File: config.mk
export PLATFORM = sky130hd
export DESIGN_NAME = grp_prio_intc
export DESIGN_NICKNAME = d
export VERILOG_FILES = /design/src/rtl/gpi_pkg.sv /design/src/rtl/gpi_regs.sv /design/src/rtl/gpi_arbiter.sv /design/src/rtl/gpi_outreg.sv /design/src/rtl/grp_prio_intc.sv
export SDC_FILE = /design/constraint.sdc
export NUM_CORES = 1
export LEC_CHECK = 0
export BUFFER_PORTS_ARGS = -buffer_cell sky130_fd_sc_hd__buf_2
export CELL_PAD_IN_SITES_DETAIL_PLACEMENT = 0
export CELL_PAD_IN_SITES_GLOBAL_PLACEMENT = 2
export CORE_MARGIN = 4
export CORE_UTILIZATION = 35
export DETAILED_ROUTE_END_ITERATION = 8
export PLACE_DENSITY_LB_ADDON = 0.1
export SLEW_MARGIN = 5
export SYNTH_ARGS = -nofsm -noshare
export SYNTH_HDL_FRONTEND = slang
export SYNTH_SLANG_ARGS = --single-unit
File: constraint.sdc
create_clock -name clk -period 28.1 [get_ports clk]
set_input_delay 0 -clock clk [delete_from_list [all_inputs] [get_ports clk]]
set_output_delay 0 -clock clk [all_outputs]
set_load 0.01 [all_outputs]
File: src/rtl/gpi_pkg.sv
package gpi_pkg;
  localparam int PRIO_W     = 4;
  localparam int CODE_W     = 12;
  localparam int REG_W      = 32;
  localparam int PREG_W     = 16;
  localparam int FLD_PER_RG = PREG_W / PRIO_W;

  typedef logic [PRIO_W-1:0] prio_t;
  typedef logic [CODE_W-1:0] code_t;

  localparam prio_t EXT_IDLE  = 4'hF;
  localparam code_t EXT_BASE  = 12'h200;
  localparam code_t CODE_STEP = 12'h020;

  // code for an encoded external level: base plus one step per level
  function automatic code_t ext_code(input prio_t lvl);
    return EXT_BASE + code_t'(lvl) * CODE_STEP;
  endfunction

  // lower encoded levels are more urgent
  function automatic prio_t ext_prio(input prio_t lvl);
    return EXT_IDLE - lvl;
  endfunction
endpackage

File: src/rtl/gpi_regs.sv
module gpi_regs
  import gpi_pkg::*;
#(
  parameter int N_SRC     = 8,
  parameter int N_GRP     = 4,
  parameter int N_PREG    = 1,
  parameter int ADDR_W    = 3,
  parameter int MSET_ADDR = 4,
  parameter int MCLR_ADDR = 5
) (
  input  logic                    clk,
  input  logic                    rst,
  input  logic                    wr_en,
  input  logic [ADDR_W-1:0]       wr_addr,
  input  logic [REG_W-1:0]        wr_data,
  input  logic [ADDR_W-1:0]       rd_addr,
  output logic [REG_W-1:0]        rd_data,
  output logic [N_GRP*PRIO_W-1:0] grp_prio,
  output logic [N_SRC-1:0]        src_mask
);
  localparam logic [ADDR_W-1:0] SET_A = ADDR_W'(MSET_ADDR);
  localparam logic [ADDR_W-1:0] CLR_A = ADDR_W'(MCLR_ADDR);

  logic [PREG_W-1:0] prio_q [N_PREG];
  logic [REG_W-1:0]  mask_q;
  logic [REG_W-1:0]  rd_next;

  // priority registers, one write decode per register
  for (genvar k = 0; k < N_PREG; k++) begin : g_preg
    always_ff @(posedge clk) begin
      if (rst)
        prio_q[k] <= '0;
      else if (wr_en && wr_addr == ADDR_W'(k))
        prio_q[k] <= wr_data[PREG_W-1:0];
    end
  end

  // fan the packed fields out per group
  for (genvar g = 0; g < N_GRP; g++) begin : g_fld
    assign grp_prio[g*PRIO_W +: PRIO_W] =
      prio_q[g / FLD_PER_RG][(g % FLD_PER_RG)*PRIO_W +: PRIO_W];
  end

  // mask: separate set and clear addresses
  always_ff @(posedge clk) begin
    if (rst)
      mask_q <= '1;
    else if (wr_en && wr_addr == SET_A)
      mask_q <= mask_q | wr_data;
    else if (wr_en && wr_addr == CLR_A)
      mask_q <= mask_q & ~wr_data;
  end

  assign src_mask = mask_q[N_SRC-1:0];

  always_comb begin
    rd_next = '0;
    if (rd_addr == SET_A || rd_addr == CLR_A)
      rd_next = mask_q;
    for (int k = 0; k < N_PREG; k++)
      if (rd_addr == ADDR_W'(k))
        rd_next = {{(REG_W-PREG_W){1'b0}}, prio_q[k]};
  end

  always_ff @(posedge clk) begin
    if (rst) rd_data <= '0;
    else     rd_data <= rd_next;
  end

  AST_MASK_SET: assert property (@(posedge clk) disable iff (rst)
    (wr_en && wr_addr == SET_A) |=> ((mask_q & $past(wr_data)) == $past(wr_data)));
  AST_MASK_CLR: assert property (@(posedge clk) disable iff (rst)
    (wr_en && wr_addr == CLR_A) |=> ((mask_q & $past(wr_data)) == '0));
  AST_RST_STATE: assert property (@(posedge clk)
    $past(rst) |-> (mask_q == '1 && prio_q[0] == '0 && rd_data == '0));
endmodule

File: src/rtl/gpi_arbiter.sv
module gpi_arbiter
  import gpi_pkg::*;
#(
  parameter int    N_SRC       = 8,
  parameter int    SRC_PER_GRP = 2,
  parameter int    N_GRP       = 4,
  parameter code_t CODE_BASE   = 12'h400
) (
  input  logic [N_SRC-1:0]        src_req,
  input  logic [N_SRC-1:0]        src_mask,
  input  logic [N_GRP*PRIO_W-1:0] grp_prio,
  input  prio_t                   ext_lvl,
  output logic                    win_vld,
  output prio_t                   win_prio,
  output code_t                   win_code
);
  prio_t cand [N_SRC];

  // per-source effective priority, zero when not eligible
  for (genvar i = 0; i < N_SRC; i++) begin : g_cand
    localparam int GI = i / SRC_PER_GRP;
    assign cand[i] = (src_req[i] && !src_mask[i]) ? grp_prio[GI*PRIO_W +: PRIO_W] : '0;
  end

  always_comb begin
    win_vld  = 1'b0;
    win_prio = '0;
    win_code = '0;
    // strict compare keeps the lowest index on ties and skips priority 0
    for (int i = 0; i < N_SRC; i++) begin
      if (cand[i] > win_prio) begin
        win_vld  = 1'b1;
        win_prio = cand[i];
        win_code = CODE_BASE + code_t'(i) * CODE_STEP;
      end
    end
    if (ext_lvl != EXT_IDLE && ext_prio(ext_lvl) > win_prio) begin
      win_vld  = 1'b1;
      win_prio = ext_prio(ext_lvl);
      win_code = ext_code(ext_lvl);
    end
  end
endmodule

File: src/rtl/gpi_outreg.sv
module gpi_outreg
  import gpi_pkg::*;
(
  input  logic  clk,
  input  logic  rst,
  input  logic  win_vld,
  input  prio_t win_prio,
  input  code_t win_code,
  input  prio_t cpu_lvl,
  output logic  irq_req,
  output prio_t irq_prio,
  output code_t irq_code
);
  always_ff @(posedge clk) begin
    if (rst) begin
      irq_req  <= 1'b0;
      irq_prio <= '0;
      irq_code <= '0;
    end else begin
      irq_req  <= win_vld && (win_prio > cpu_lvl);
      irq_prio <= win_prio;
      irq_code <= win_code;
    end
  end

  AST_REQ_ABOVE_LVL: assert property (@(posedge clk) disable iff (rst)
    irq_req |-> (irq_prio > $past(cpu_lvl)));
  AST_CODE_ALIGN: assert property (@(posedge clk) disable iff (rst)
    (irq_prio != '0) |-> (irq_code[4:0] == 5'd0 && irq_code >= EXT_BASE));
endmodule

File: src/rtl/grp_prio_intc.sv
module grp_prio_intc
  import gpi_pkg::*;
#(
  parameter int    N_SRC       = 8,
  parameter int    SRC_PER_GRP = 2,
  parameter int    ADDR_W      = 3,
  parameter int    MSET_ADDR   = 4,
  parameter int    MCLR_ADDR   = 5,
  parameter code_t CODE_BASE   = 12'h400
) (
  input  logic              clk,
  input  logic              rst,
  input  logic              wr_en,
  input  logic [ADDR_W-1:0] wr_addr,
  input  logic [31:0]       wr_data,
  input  logic [ADDR_W-1:0] rd_addr,
  output logic [31:0]       rd_data,
  input  logic [N_SRC-1:0]  src_req,
  input  logic [3:0]        ext_lvl,
  input  logic [3:0]        cpu_lvl,
  output logic              irq_req,
  output logic [11:0]       irq_code,
  output logic [3:0]        irq_prio
);
  localparam int N_GRP  = (N_SRC + SRC_PER_GRP - 1) / SRC_PER_GRP;
  localparam int N_PREG = (N_GRP + FLD_PER_RG - 1) / FLD_PER_RG;

  logic [N_GRP*PRIO_W-1:0] grp_prio;
  logic [N_SRC-1:0]        src_mask;
  logic                    win_vld;
  prio_t                   win_prio;
  code_t                   win_code;

  gpi_regs #(
    .N_SRC(N_SRC), .N_GRP(N_GRP), .N_PREG(N_PREG), .ADDR_W(ADDR_W),
    .MSET_ADDR(MSET_ADDR), .MCLR_ADDR(MCLR_ADDR)
  ) u_regs (
    .clk(clk), .rst(rst), .wr_en(wr_en), .wr_addr(wr_addr), .wr_data(wr_data),
    .rd_addr(rd_addr), .rd_data(rd_data), .grp_prio(grp_prio), .src_mask(src_mask)
  );

  gpi_arbiter #(
    .N_SRC(N_SRC), .SRC_PER_GRP(SRC_PER_GRP), .N_GRP(N_GRP), .CODE_BASE(CODE_BASE)
  ) u_arb (
    .src_req(src_req), .src_mask(src_mask), .grp_prio(grp_prio), .ext_lvl(ext_lvl),
    .win_vld(win_vld), .win_prio(win_prio), .win_code(win_code)
  );

  gpi_outreg u_out (
    .clk(clk), .rst(rst), .win_vld(win_vld), .win_prio(win_prio), .win_code(win_code),
    .cpu_lvl(cpu_lvl), .irq_req(irq_req), .irq_prio(irq_prio), .irq_code(irq_code)
  );

  AST_EXT_IDLE: assert property (@(posedge clk) disable iff (rst)
    ($past(ext_lvl) == EXT_IDLE && $past(src_req) == '0) |-> (irq_prio == '0 && !irq_req));
  AST_MASKED_SILENT: assert property (@(posedge clk) disable iff (rst)
    ($past(ext_lvl) == EXT_IDLE && ($past(src_req) & ~$past(src_mask)) == '0) |-> !irq_req);
endmodule

==> impl.org, run 1 <==
** Clock network
- Buffers added to address setup during post-CTS repair amount to 0.
- In this run, CTS created clock tree buffers numbering 9.
- Clock tree from TritonCTS :: yes
- The clock passes through at most 2 buffers.
- CTS built an H-tree with a depth of 3.
- Number of buffers inserted for hold repair after clock tree synthesis :: 33
- The tree built by TritonCTS fans out to 91 sinks.
- Reg clk slew, reported paths :: 0.07 ns
- In this run, post-CTS repair resized a total of 0 instances.
- Worst-skew pair later-pin latency :: 0.34 ns
- Clk Tree Root Cell :: sky130_fd_sc_hd__clkbuf_16

** Pwr
- Static leakage :: 0.00297 µW
- Sequential Power Share :: 0.417
- Of the total power, the share spent switching nets is 0.295.
- Worst vdd rail ir drop :: 0.0000383 V
- Dividing total power by cell area gives a power density of 52.5 nW/µm².
- The share of total power dissipated in combinational logic is 0.237.
- Share of power burned in the clock network :: 0.347
- After layout, the design draws a total of 351 µW.
- Int Power :: 247 µW
- Summed over all nets, the switching power comes to 104 µW.

** STA
- For the finished layout, the period the worst path requires is 14.91 ns.
- Worst clock skew :: 0.0149 ns
- Least-Margin Pin Slew :: 0.719 ns
- Unrepaired setup endpoints after global routing :: no
- Maximum achievable frequency :: 67.1 MHz
- Headroom to the max-slew limit came out at 0.521.
- In the final timing run, aggregate negative setup slack is 0 ns.
- Total count of max-transition violations in the final report :: 0
- Across all hold checks on the routed design, the worst slack comes to 0.0444 ns.
- # setup viols final :: 0
- Dividing the final minimum period by the clock period gives 0.531.
- The count of endpoints failing hold in the final timing report was 0.

** Setup path
- The worst register-to-register path has a setup slack of 13.19 ns.
- The worst setup path is launched from a register.
- Standard cell with the maximum stage delay on the critical path :: sky130_fd_sc_hd__nor4_4
- Kind of critical path :: reg2reg
- At the worst endpoint, the required time is 28.36 ns.
- Counting stages on the worst path, the most repeated cell is sky130_fd_sc_hd__ha_1.
- STA classifies the critical path endpoint as a register.
- Data on the critical path arrives at its endpoint at 15.17 ns.
- Largest fanout on the critical path :: 19
- Largest stage delay, worst path :: 0.55 ns

** Synthesis
- The share of the Yosys chip area taken by registers is 0.369.
- Cell count after synthesis :: 610
- Synth top area cells :: sky130_fd_sc_hd__dfxtp_1 28%, sky130_fd_sc_hd__edfxtp_1 9.0%, sky130_fd_sc_hd__nand2_1 7.5%
- Top cells by instance count after synthesis :: 107 x sky130_fd_sc_hd__nand2_1, 75 x sky130_fd_sc_hd__dfxtp_1, 47 x sky130_fd_sc_hd__and2_1
- Summed over all instances, the cell type with the most area after synthesis is sky130_fd_sc_hd__dfxtp_1.
- Total of warnings raised by yosys :: 0
- Share of the synthesized area in the top cell type :: 0.280
- In this run, synthesis produced a sequential element count of 91.
- Average size of a mapped cell :: 8.80 µm²
- Yosys mapped the design onto 85 distinct sky130hd cell types.
- Library cell with the highest instance count after synthesis :: sky130_fd_sc_hd__nand2_1
- EDFF count, synth :: 16
- Among all flip-flop cells after synthesis, the most frequent one is sky130_fd_sc_hd__dfxtp_1.
- Cell area after synthesis :: 5370 µm²
- In the synthesized netlist the async set-or-reset flop fraction comes to 0.

** Finish
- 0 antenna diodes ended up in the layout.
- Growth of design area from synthesis to finish :: 24.6%
- For this run, the post-layout net count is 816.
- Layout cells sized above 1 :: 0.219

** Route
- Detail-routed net length per standard cell :: 16.9 µm
- The routed layout has 4965 vias.
- For this block, the routed nets add up to 15600 µm of wire.
- DRC Markers :: 0
- Routed vias/inst :: 5.37
- Number of DRC violations after detailed-routing iteration 0 :: 383
- Number of nets with antenna violations after detailed routing :: 0
- Drt first pass iters :: 5

** Floorplanning
- In this run the vertical extent of the chip is 132 µm.
- Placeable Area :: 14800 µm²
- Die ar. :: 17400 µm²
- I/O pin count :: 106
- Rows :: 44
- Initial Utilization :: 0.364
- In this run the horizontal extent of the chip is 132 µm.

** GRT
- In the global route stage, overall resource usage came out at 0.178.
- GRT Residual Overflow :: 0
- First-pass GRT wire length :: 25100 µm
- Entering global routing, the biggest net connects 35 pins.
- Via count of the first global-routing pass :: 4928
- The number of antenna violations at the first check in global routing was 0.

** Placement
- GPL Wtd Cong :: 0.894
- Port buffering added 99 buffers.
- Once detailed placement completed, the half-perimeter wirelength came to 11800 µm.

** Run
- Max-cap violations in this run came to 0.

** Outcome
- The flow ran to the end, and the final reports show no timing, DRC or antenna violations.

** Worst hold path
- The tightest min-delay check is of the in2reg type.
==> per-stage QoR <==
stage | cells | setup WS (ns) | area (µm²) | util
after CTS | 925 | 13.35 | 6680 | 0.453
after floorplan | 615 | 14.97 | 5380 | -
after detailed placement | 876 | 13.40 | 6050 | 0.410
final | 925 | 13.19 | 6680 | 0.453
after global routing | 925 | 11.89 | 6680 | 0.453
after global placement | 876 | 13.75 | 6050 | 0.410
==> placed cells by master (no fill, tap or decap), types with 4 or more instances in the layout <==
cell / synthesis / final
sky130_fd_sc_hd__nor2_1: 31 / 30
sky130_fd_sc_hd__dlygate4sd3_1: 0 / 33
sky130_fd_sc_hd__and2_1: 47 / 47
sky130_fd_sc_hd__clkbuf_16: 0 / 10
sky130_fd_sc_hd__or2_2: 4 / 4
sky130_fd_sc_hd__buf_4: 6 / 7
sky130_fd_sc_hd__mux2i_1: 9 / 9
sky130_fd_sc_hd__inv_1: 25 / 25
sky130_fd_sc_hd__nand2_1: 107 / 107
sky130_fd_sc_hd__nor2b_1: 10 / 10
sky130_fd_sc_hd__buf_2: 1 / 99
sky130_fd_sc_hd__o41ai_1: 4 / 4
sky130_fd_sc_hd__o211ai_1: 42 / 42
sky130_fd_sc_hd__and3_1: 4 / 4
sky130_fd_sc_hd__conb_1: 1 / 6
sky130_fd_sc_hd__o21a_1: 6 / 6
sky130_fd_sc_hd__a31oi_1: 7 / 7
sky130_fd_sc_hd__a311oi_1: 5 / 5
sky130_fd_sc_hd__ha_1: 23 / 23
sky130_fd_sc_hd__a21oi_1: 17 / 17
sky130_fd_sc_hd__dfxtp_1: 75 / 75
sky130_fd_sc_hd__edfxtp_1: 16 / 16
sky130_fd_sc_hd__nand4_1: 9 / 9
sky130_fd_sc_hd__o211a_1: 6 / 6
sky130_fd_sc_hd__o31ai_1: 5 / 4
sky130_fd_sc_hd__nand3_1: 14 / 14
sky130_fd_sc_hd__nor3_1: 8 / 8
sky130_fd_sc_hd__o21ai_0: 15 / 15
sky130_fd_sc_hd__a22o_1: 17 / 17
==> final timing paths <==
check | from | to | cells past startpoint
worst max register to register | register | u_out.irq_req$_SDFF_PP0_ | 65
worst min register to register | register | u_regs.rd_data[16]$_SDFF_PP0_ | 1
worst max-delay path | register | u_out.irq_req$_SDFF_PP0_ | 65
worst min-delay path | ext_lvl[2] | u_out.irq_code[7]$_SDFF_PP0_ | 3
==> worst max-delay path, delay by kind of cell, from the launching register on <==
| kind | cells | cell delay, ns |
|---|---|---|
| DFF | 1 | 0.33 |
| buffers and inverters | 4 | 0.52 |
| and+or+nand+nor | 16 | 2.65 |
| AOI/OAI and AO/OA | 29 | 6.19 |
| muxes | 5 | 1.69 |
| adders and majority gates | 11 | 3.46 |
==> cells by family after synthesis <==
group,count (synthesis),synth area share
xor gates and xnor gates,2,0.00327
and+or+nand+nor,258,0.248
adders and majority gates,26,0.0595
AOI/OAI and AO/OA,166,0.252
other,1,0.000699
DFF,91,0.369
buffers and inverters,54,0.0438
muxes,12,0.0236
==> power by group through the flow <==
stage / registers, µW / clock network [µW] / logic [µW]
after floorplan: 151 / 0 / 51.5
after global placement: 149 / 0 / 80.1
after detailed placement: 149 / 0 / 79.8
after CTS: 146 / 125 / 83.6
after global routing: 147 / 130 / 92.3
final: 146 / 122 / 83.0
==> final cells by class <==
type,instances,area [µm²]
well taps,184,230
repair buffers,139,878
clock inverters,3,25.0
clock buffers,13,282
fillers,1483,8070
multi-input cells,470,3190
inverters,25,93.8
flip-flops and latches,91,1980
==> routing by layer <==
layer	routed length, µm	vias to the layer above	global-route usage	part of all wire
met5	0	-	0	0
met4	197	0	0.0490	0.013
met3	724	14	0.0420	0.046
met2	7470	131	0.299	0.48
met1	7210	2336	0.228	0.46
li1	-	2484	-	-
(Power assumes the default switching activity.)
==> run 2, diff against run 1 <==
--- a/config.mk
+++ b/config.mk
@@ -9,7 +9,7 @@
 export CELL_PAD_IN_SITES_DETAIL_PLACEMENT = 0
 export CELL_PAD_IN_SITES_GLOBAL_PLACEMENT = 2
 export CORE_MARGIN = 4
-export CORE_UTILIZATION = 35
+export CORE_UTILIZATION = 33
 export DETAILED_ROUTE_END_ITERATION = 8
 export PLACE_DENSITY_LB_ADDON = 0.1
 export SLEW_MARGIN = 5
==> constraint.sdc (replaced) <==
create_clock -name clk -period 14.9 [get_ports clk]
set_input_delay 0 -clock clk [delete_from_list [all_inputs] [get_ports clk]]
set_output_delay 0 -clock clk [all_outputs]
set_load 0.01 [all_outputs]
==> impl.org, run 2 (synthesized netlist as in run 1, its figures left out) <==
** Finish
- The final layout contains 818 nets.
- Fill cell instance count of the final layout :: 1599
- Summing all multi-input logic gate instances after layout gives 3280 µm².
- In the layout the commonest cells are 107 x sky130_fd_sc_hd__nand2_1, 99 x sky130_fd_sc_hd__buf_2, 75 x sky130_fd_sc_hd__dfxtp_1.
- Leaving out fill and tap cells, the most frequent cell in the layout is sky130_fd_sc_hd__nand2_1.
- Post-layout instance area :: 6830 µm²
- Registers take 1980 µm².
- Layout cells sized above 1 :: 0.237
- From synthesis to final layout, the design area changed by 27.3%.
- Core utilization of the finished layout :: 0.430

** Placement
- At the end of routability-driven placement, the weighted congestion stood at 0.864.
- Summing all placed instances gives a cell area of 6090 µm².
- IO buf count :: 99
- Hpwl dp :: 11900 µm

** STA
- # setup viols final :: 0
- Unrepaired setup endpoints after global routing :: no
- Final Cycle Share :: 0.938
- The number of pins with negative max-slew slack in the final report was 0.
- Post-Route Setup TNS :: 0 ns
- Clock skew on the completed layout was measured at 0.00583 ns.
- For this run, the top clock speed supported by timing is 71.5 MHz.
- Slew headroom :: 0.506
- The count of endpoints failing hold in the final timing report was 0.
- Final min period :: 13.98 ns
- For the pin with the worst max-slew slack, the measured transition is 0.741 ns.

** Setup path
- For the worst setup path, the data arrival time is 14.26 ns.
- Critical Path RT :: 15.18 ns
- Largest fanout on the critical path :: 19
- STA classifies the critical path endpoint as a register.
- For this run, the slowest stage of the critical path takes 0.53 ns.
- The worst register-to-register path has a depth of 63.
- The largest individual stage delay along the critical path comes from the cell sky130_fd_sc_hd__nor4_4.
- The critical path in this run is classified as reg2reg.
- Worst reg-to-reg setup slack :: 0.92 ns
- CP dominant cell by count :: sky130_fd_sc_hd__ha_1
- End of the worst register-to-register path :: u_out.irq_req$_SDFF_PP0_
- The worst setup path is launched from a register.

** Route
- The detail route stage leaves a number of antenna-violating nets equal to 0.
- Drt first pass iters :: 5
- After detailed routing, the total wire length is 15900 µm.
- Routed vias/inst :: 5.21
- The first routing iteration left 275 violations.
- After detailed routing, the average wire length per cell comes to 16.6 µm.
- Routed via count :: 4998
- DRC Markers :: 0

** GRT
- Via count of the first global-routing pass :: 4884
- Entering global routing, the biggest net connects 35 pins.
- First-pass GRT wire length :: 25500 µm
- Global routing finished with a remaining overflow of 0.
- Initial antenna violation count :: 1
- For this run, the total global-route usage over all layers was measured as 0.175.

** Pwr
- Across the VDD grid, the largest voltage drop is 0.0000545 V.
- Power after layout :: 675 µW
- In this run the static leakage power is 0.00298 µW.
- Power spread over the standard cell area amounts to 98.8 nW/µm².

** Clock network
- H-tree Lvls :: 3
- CTS sink count :: 91
- The later pin in the worst-skew pair is clocked with a latency of 0.35 ns.
- Clock tree from TritonCTS :: yes
- Reg clk slew, reported paths :: 0.08 ns
- The longest clock path from root to sink contains 2 buffers.
- Clock tree synthesis inserted a total of 9 buffers.
- Clk Tree Root Cell :: sky130_fd_sc_hd__clkbuf_16

** Floorplanning
- The die covers 18400 µm².
- Die height :: 136 µm
- I/O pin count :: 106
- Rows :: 46
- X dimension of the die :: 136 µm
- Initial Utilization :: 0.338
- The core region is 15900 µm².

** Worst hold path
- Along the worst hold path, the cell count comes to 3.
- For hold timing, the worst endpoint is u_out.irq_code[7]$_SDFF_PP0_.
- Min-delay src :: ext_lvl[2]
- The min-delay analysis places its worst path in the category in2reg.

** Run
- Number of max-cap violations :: 0

** Outcome
- The run finished with clean final reports.
-- run 2: worst max-delay path, delay by kind of cell (launching register included) --
family                     cells  cell delay (ns)
buffers and inverters          3             0.41
DFF                            1             0.33
and+or+nand+nor               14             2.46
AOI/OAI and AO/OA             30             5.59
adders and majority gates     11             3.54
muxes                          5             1.55
-- run 2: worst max path at each step --
stage                     depth (start not counted)                        to  slack, ns
final                                            63  u_out.irq_req$_SDFF_PP0_       0.92
after global routing                             66  u_out.irq_req$_SDFF_PP0_       0.01
after CTS                                        65  u_out.irq_req$_SDFF_PP0_       0.08
after detailed placement                         65  u_out.irq_req$_SDFF_PP0_       0.14
after global placement                           64  u_out.irq_req$_SDFF_PP0_       0.54
after floorplan                                  65  u_out.irq_req$_SDFF_PP0_       1.77
-- run 2: layout make-up --
| type | instances | share of cell area |
|---|---|---|
| multi-input combinational | 470 | 0.480 |
| sequential | 91 | 0.290 |
| timing repair buffer | 141 | 0.131 |
| tap | 216 | 0.0396 |
| clock buffer | 9 | 0.0330 |
| inverter | 25 | 0.0137 |
| clock inverter | 7 | 0.0115 |
| antenna | 1 | 0.000366 |
-- run 2: timing repair --
| action | in CTS | in global routing |
|---|---|---|
| gates resized for setup | 0 | 20 |
| endpoints found under the hold margin | 49 | 0 |
| hold buffers | 33 | 0 |
| setup buffers | 0 | 2 |
| endpoints found under the setup margin | 0 | 11 |
-- run 2: stage by stage --
stage | instances | worst slack (ns) | hold WS, ns
floorplan | 615 | 1.77 | 0.169
global placement | 908 | 0.543 | 0.291
detailed placement | 908 | 0.145 | 0.296
CTS | 957 | 0.0757 | 0.0114
global route | 960 | 0.0117 | 0.0193
finish | 960 | 0.918 | 0.00711
-- run 2: power breakdown --
| part | switching, µW | total [µW] | internal (µW) |
|---|---|---|---|
| combinational | 94.2 | 165 | 70.6 |
| clock | 114 | 234 | 120 |
| sequential | 9.02 | 276 | 267 |
-- run 2: routing by layer --
metal | vias to the layer above | global-route usage | share of wire
li1 | 2507 | - | -
met1 | 2347 | 0.239 | 0.47
met2 | 121 | 0.280 | 0.46
met3 | 23 | 0.0334 | 0.047
met4 | 0 | 0.0577 | 0.018
met5 | - | 0 | 0
==> run 3, diff against run 2 <==
--- a/config.mk
+++ b/config.mk
@@ -5,13 +5,14 @@
 export SDC_FILE = /design/constraint.sdc
 export NUM_CORES = 1
 export LEC_CHECK = 0
-export BUFFER_PORTS_ARGS = -buffer_cell sky130_fd_sc_hd__buf_2
+export BUFFER_PORTS_ARGS = -buffer_cell sky130_fd_sc_hd__buf_4
 export CELL_PAD_IN_SITES_DETAIL_PLACEMENT = 0
 export CELL_PAD_IN_SITES_GLOBAL_PLACEMENT = 2
 export CORE_MARGIN = 4
 export CORE_UTILIZATION = 33
 export DETAILED_ROUTE_END_ITERATION = 8
 export PLACE_DENSITY_LB_ADDON = 0.1
+export SKIP_LAST_GASP = 1
 export SLEW_MARGIN = 5
 export SYNTH_ARGS = -nofsm -noshare
 export SYNTH_HDL_FRONTEND = slang
==> impl.org, run 3 (synthesized netlist as in run 1, its figures left out) <==
** Pwr
- NetSw :: 218 µW
- Across the VDD grid, the largest voltage drop is 0.0000567 V.
- Net Sw Frac :: 0.317
- The internal power of the cells totals 469 µW.
- Share of total power in combinational logic :: 0.258
- Of the total power, the clock network draws 0.340.
- The share of total power dissipated in sequential elements is 0.403.
- In this run the power density over the cells is 96.6 nW/µm².
- The analysis attributes to cell leakage a power of 0.00306 µW.

** Worst hold path
- Path category of the worst min-delay check :: in2reg

** Clock network
- In this run, CTS created clock tree buffers numbering 9.
- At the later pin of the worst-skew pair, clock insertion delay measures 0.35 ns.
- CTS saw 91 sinks.
- Reg clk slew, reported paths :: 0.07 ns
- Clock tree from TritonCTS :: yes
- CTS built an H-tree with a depth of 3.
- The clock passes through at most 2 buffers.
- Clk Tree Root Cell :: sky130_fd_sc_hd__clkbuf_16

** Setup path
- CP dominant cell by count :: sky130_fd_sc_hd__ha_1
- STA puts the critical path data arrival time at 14.10 ns.
- End of the worst register-to-register path :: u_out.irq_req$_SDFF_PP0_
- Worst reg-to-reg setup slack :: 1.07 ns
- The kind of cell with the highest combined delay along the critical path is compound AO/OA/AOI/OAI gates.
- Critical Path Source Type :: register
- Standard cell with the maximum stage delay on the critical path :: sky130_fd_sc_hd__ha_1
- Critical Path RT :: 15.17 ns
- The critical path ends at u_out.irq_req$_SDFF_PP0_.
- The worst register-to-register path has a depth of 65.
- STA classifies the critical path endpoint as a register.
- Kind of critical path :: reg2reg
- The critical path crosses 65 cells after its start point.
- Buffering stage count on the worst path with inverters included :: 3
- Largest stage delay, worst path :: 0.39 ns
- In this run the worst path has a maximum fanout of 19.

** GRT
- For this run, global-route usage on met3 was measured as 0.0290.
- For this run, the total global-route usage over all layers was measured as 0.179.
- GRT Residual Overflow :: 0
- First-pass GRT wire length :: 26100 µm
- Via count of the first global-routing pass :: 4968
- The layer flagged by global routing as most heavily used is met2.
- Entering global routing, the biggest net connects 38 pins.
- For this run, global-route usage on met1 was measured as 0.249.
- For met2 alone, demand over resource in global routing was 0.288.
- The number of antenna violations at the first check in global routing came to 0.

** STA
- # setup viols final :: 0
- Final Cycle Share :: 0.928
- Slew headroom :: 0.526
- Hold WS :: 0.0309 ns
- Least-Margin Pin Slew :: 0.705 ns
- Setup slack closes at 1.07 ns.
- Counting I/O delays and the setup requirement, the final critical path takes 13.83 ns.
- Total count of max-transition violations in the final report :: 0
- The count of endpoints failing hold in the final timing report was 0.
- Worst clock skew :: 0.00650 ns
- Maximum achievable frequency :: 72.3 MHz

** Route
- The first routing iteration left 382 violations.
- Dividing the detail-routed wire length by the instance count gives 16.8 µm.
- In the routed layout, each cell is associated on average with a via count of 5.19.
- In the routed design, unresolved DRC markers number 0.
- The final layout contains routed wiring with a total length of 16200 µm.
- The count of nets left with antenna violations once routing finished came out at 0.
- For this block, the via count after detailed routing is 4998.
- Drt first pass iters :: 5

** Finish
- Antenna cell count :: 0
- Fill cell instance count of the final layout :: 1586
- Post-layout instance area :: 7110 µm²
- At the end of the flow, the number of nets in the layout was 822.
- Multi-input gate area in the final layout :: 3280 µm²
- The top cell types in the final layout, fill and taps aside, are 110 x sky130_fd_sc_hd__buf_4, 106 x sky130_fd_sc_hd__nand2_1, 75 x sky130_fd_sc_hd__dfxtp_1.
- The library cell used most frequently in the layout, excluding fill and tap cells, is sky130_fd_sc_hd__buf_4.
- FF+latch area :: 1980 µm²
- In the final layout, the share of cells above drive strength 1 is 0.238.
- Growth of design area from synthesis to finish :: 32.5%

** Floorplanning
- The floorplan step set the die height to 136 µm.
- Placeable Area :: 15900 µm²
- The die covers 18400 µm².
- I/O pin count :: 106
- For this configuration, the core starts out at a cell density of 0.338.
- Rows :: 46
- The die is 136 µm wide.

** Placement
- At the placement stage, the worst setup path has a slack of 0.153 ns.
- In this run the tool buffered the top-level ports with 99 buffer cells.
- The congestion estimate from routability-driven global placement came to 0.844.
- Summed over all nets, the half-perimeter wirelength after detailed placement is 12300 µm.
- Cell area after placement :: 6330 µm²

** Outcome
- Run status :: completed

** Run
- Number of max-cap violations :: 0
[run 3: how the worst min path moves through the flow]
stage	from	cells past startpoint	end	slack (ns)
floorplan	ext_lvl[3]	2	u_out.irq_code[8]$_SDFF_PP0_	0.17
global placement	wr_data[2]	2	u_regs.prio_q[0][2]$_SDFFCE_PN0P_	0.29
detailed placement	wr_data[7]	2	u_regs.prio_q[0][7]$_SDFFCE_PN0P_	0.29
CTS	ext_lvl[1]	4	u_out.irq_prio[1]$_SDFF_PP0_	0.02
global route	ext_lvl[1]	4	u_out.irq_prio[1]$_SDFF_PP0_	0.04
finish	ext_lvl[1]	4	u_out.irq_prio[1]$_SDFF_PP0_	0.03
[run 3: what timing repair did]
item | 4_1_cts | 5_1_grt
setup buffers | 0 | 5
gates resized for setup | 0 | 20
endpoints found under the setup margin | 0 | 11
hold buffers | 34 | 0
endpoints found under the hold margin | 53 | 0
[run 3: cell type report]
type	instances	share of cell area
tap	216	0.0380
clock buffer	9	0.0317
multi-input combinational	470	0.462
timing repair buffer	145	0.166
sequential	91	0.279
inverter	25	0.0132
clock inverter	7	0.0111
[run 3: per-stage QoR]
stage,total power (µW),std cells,TNS [ns],util
floorplan,382,615,0,-
detailed placement,442,908,0,0.399
global route,725,963,-0.0211,0.448
CTS,684,958,0,0.439
global placement,443,908,0,0.399
finish,687,963,0,0.448
[run 3: worst min-delay path, stage by stage]
cell and delay, ns:
sky130_fd_sc_hd__buf_4 0.10, sky130_fd_sc_hd__inv_1 0.05, sky130_fd_sc_hd__nand3_1 0.06, sky130_fd_sc_hd__o211ai_1 0.10
[run 3: power groups by stage]
stage	Combinational (µW)	Sequential (µW)	Clock (µW)
floorplan	97.2	284	0
global placement	161	282	0
detailed placement	160	283	0
CTS	167	277	240
global route	195	279	251
finish	177	277	233
[run 3: routing by layer]
layer / wire length [µm] / vias to the layer above / part of all wire
li1: - / 2508 / -
met2: 7540 / 120 / 0.47
met3: 709 / 17 / 0.044
met1: 7720 / 2353 / 0.48
met5: 0 / - / 0
met4: 216 / 0 / 0.013
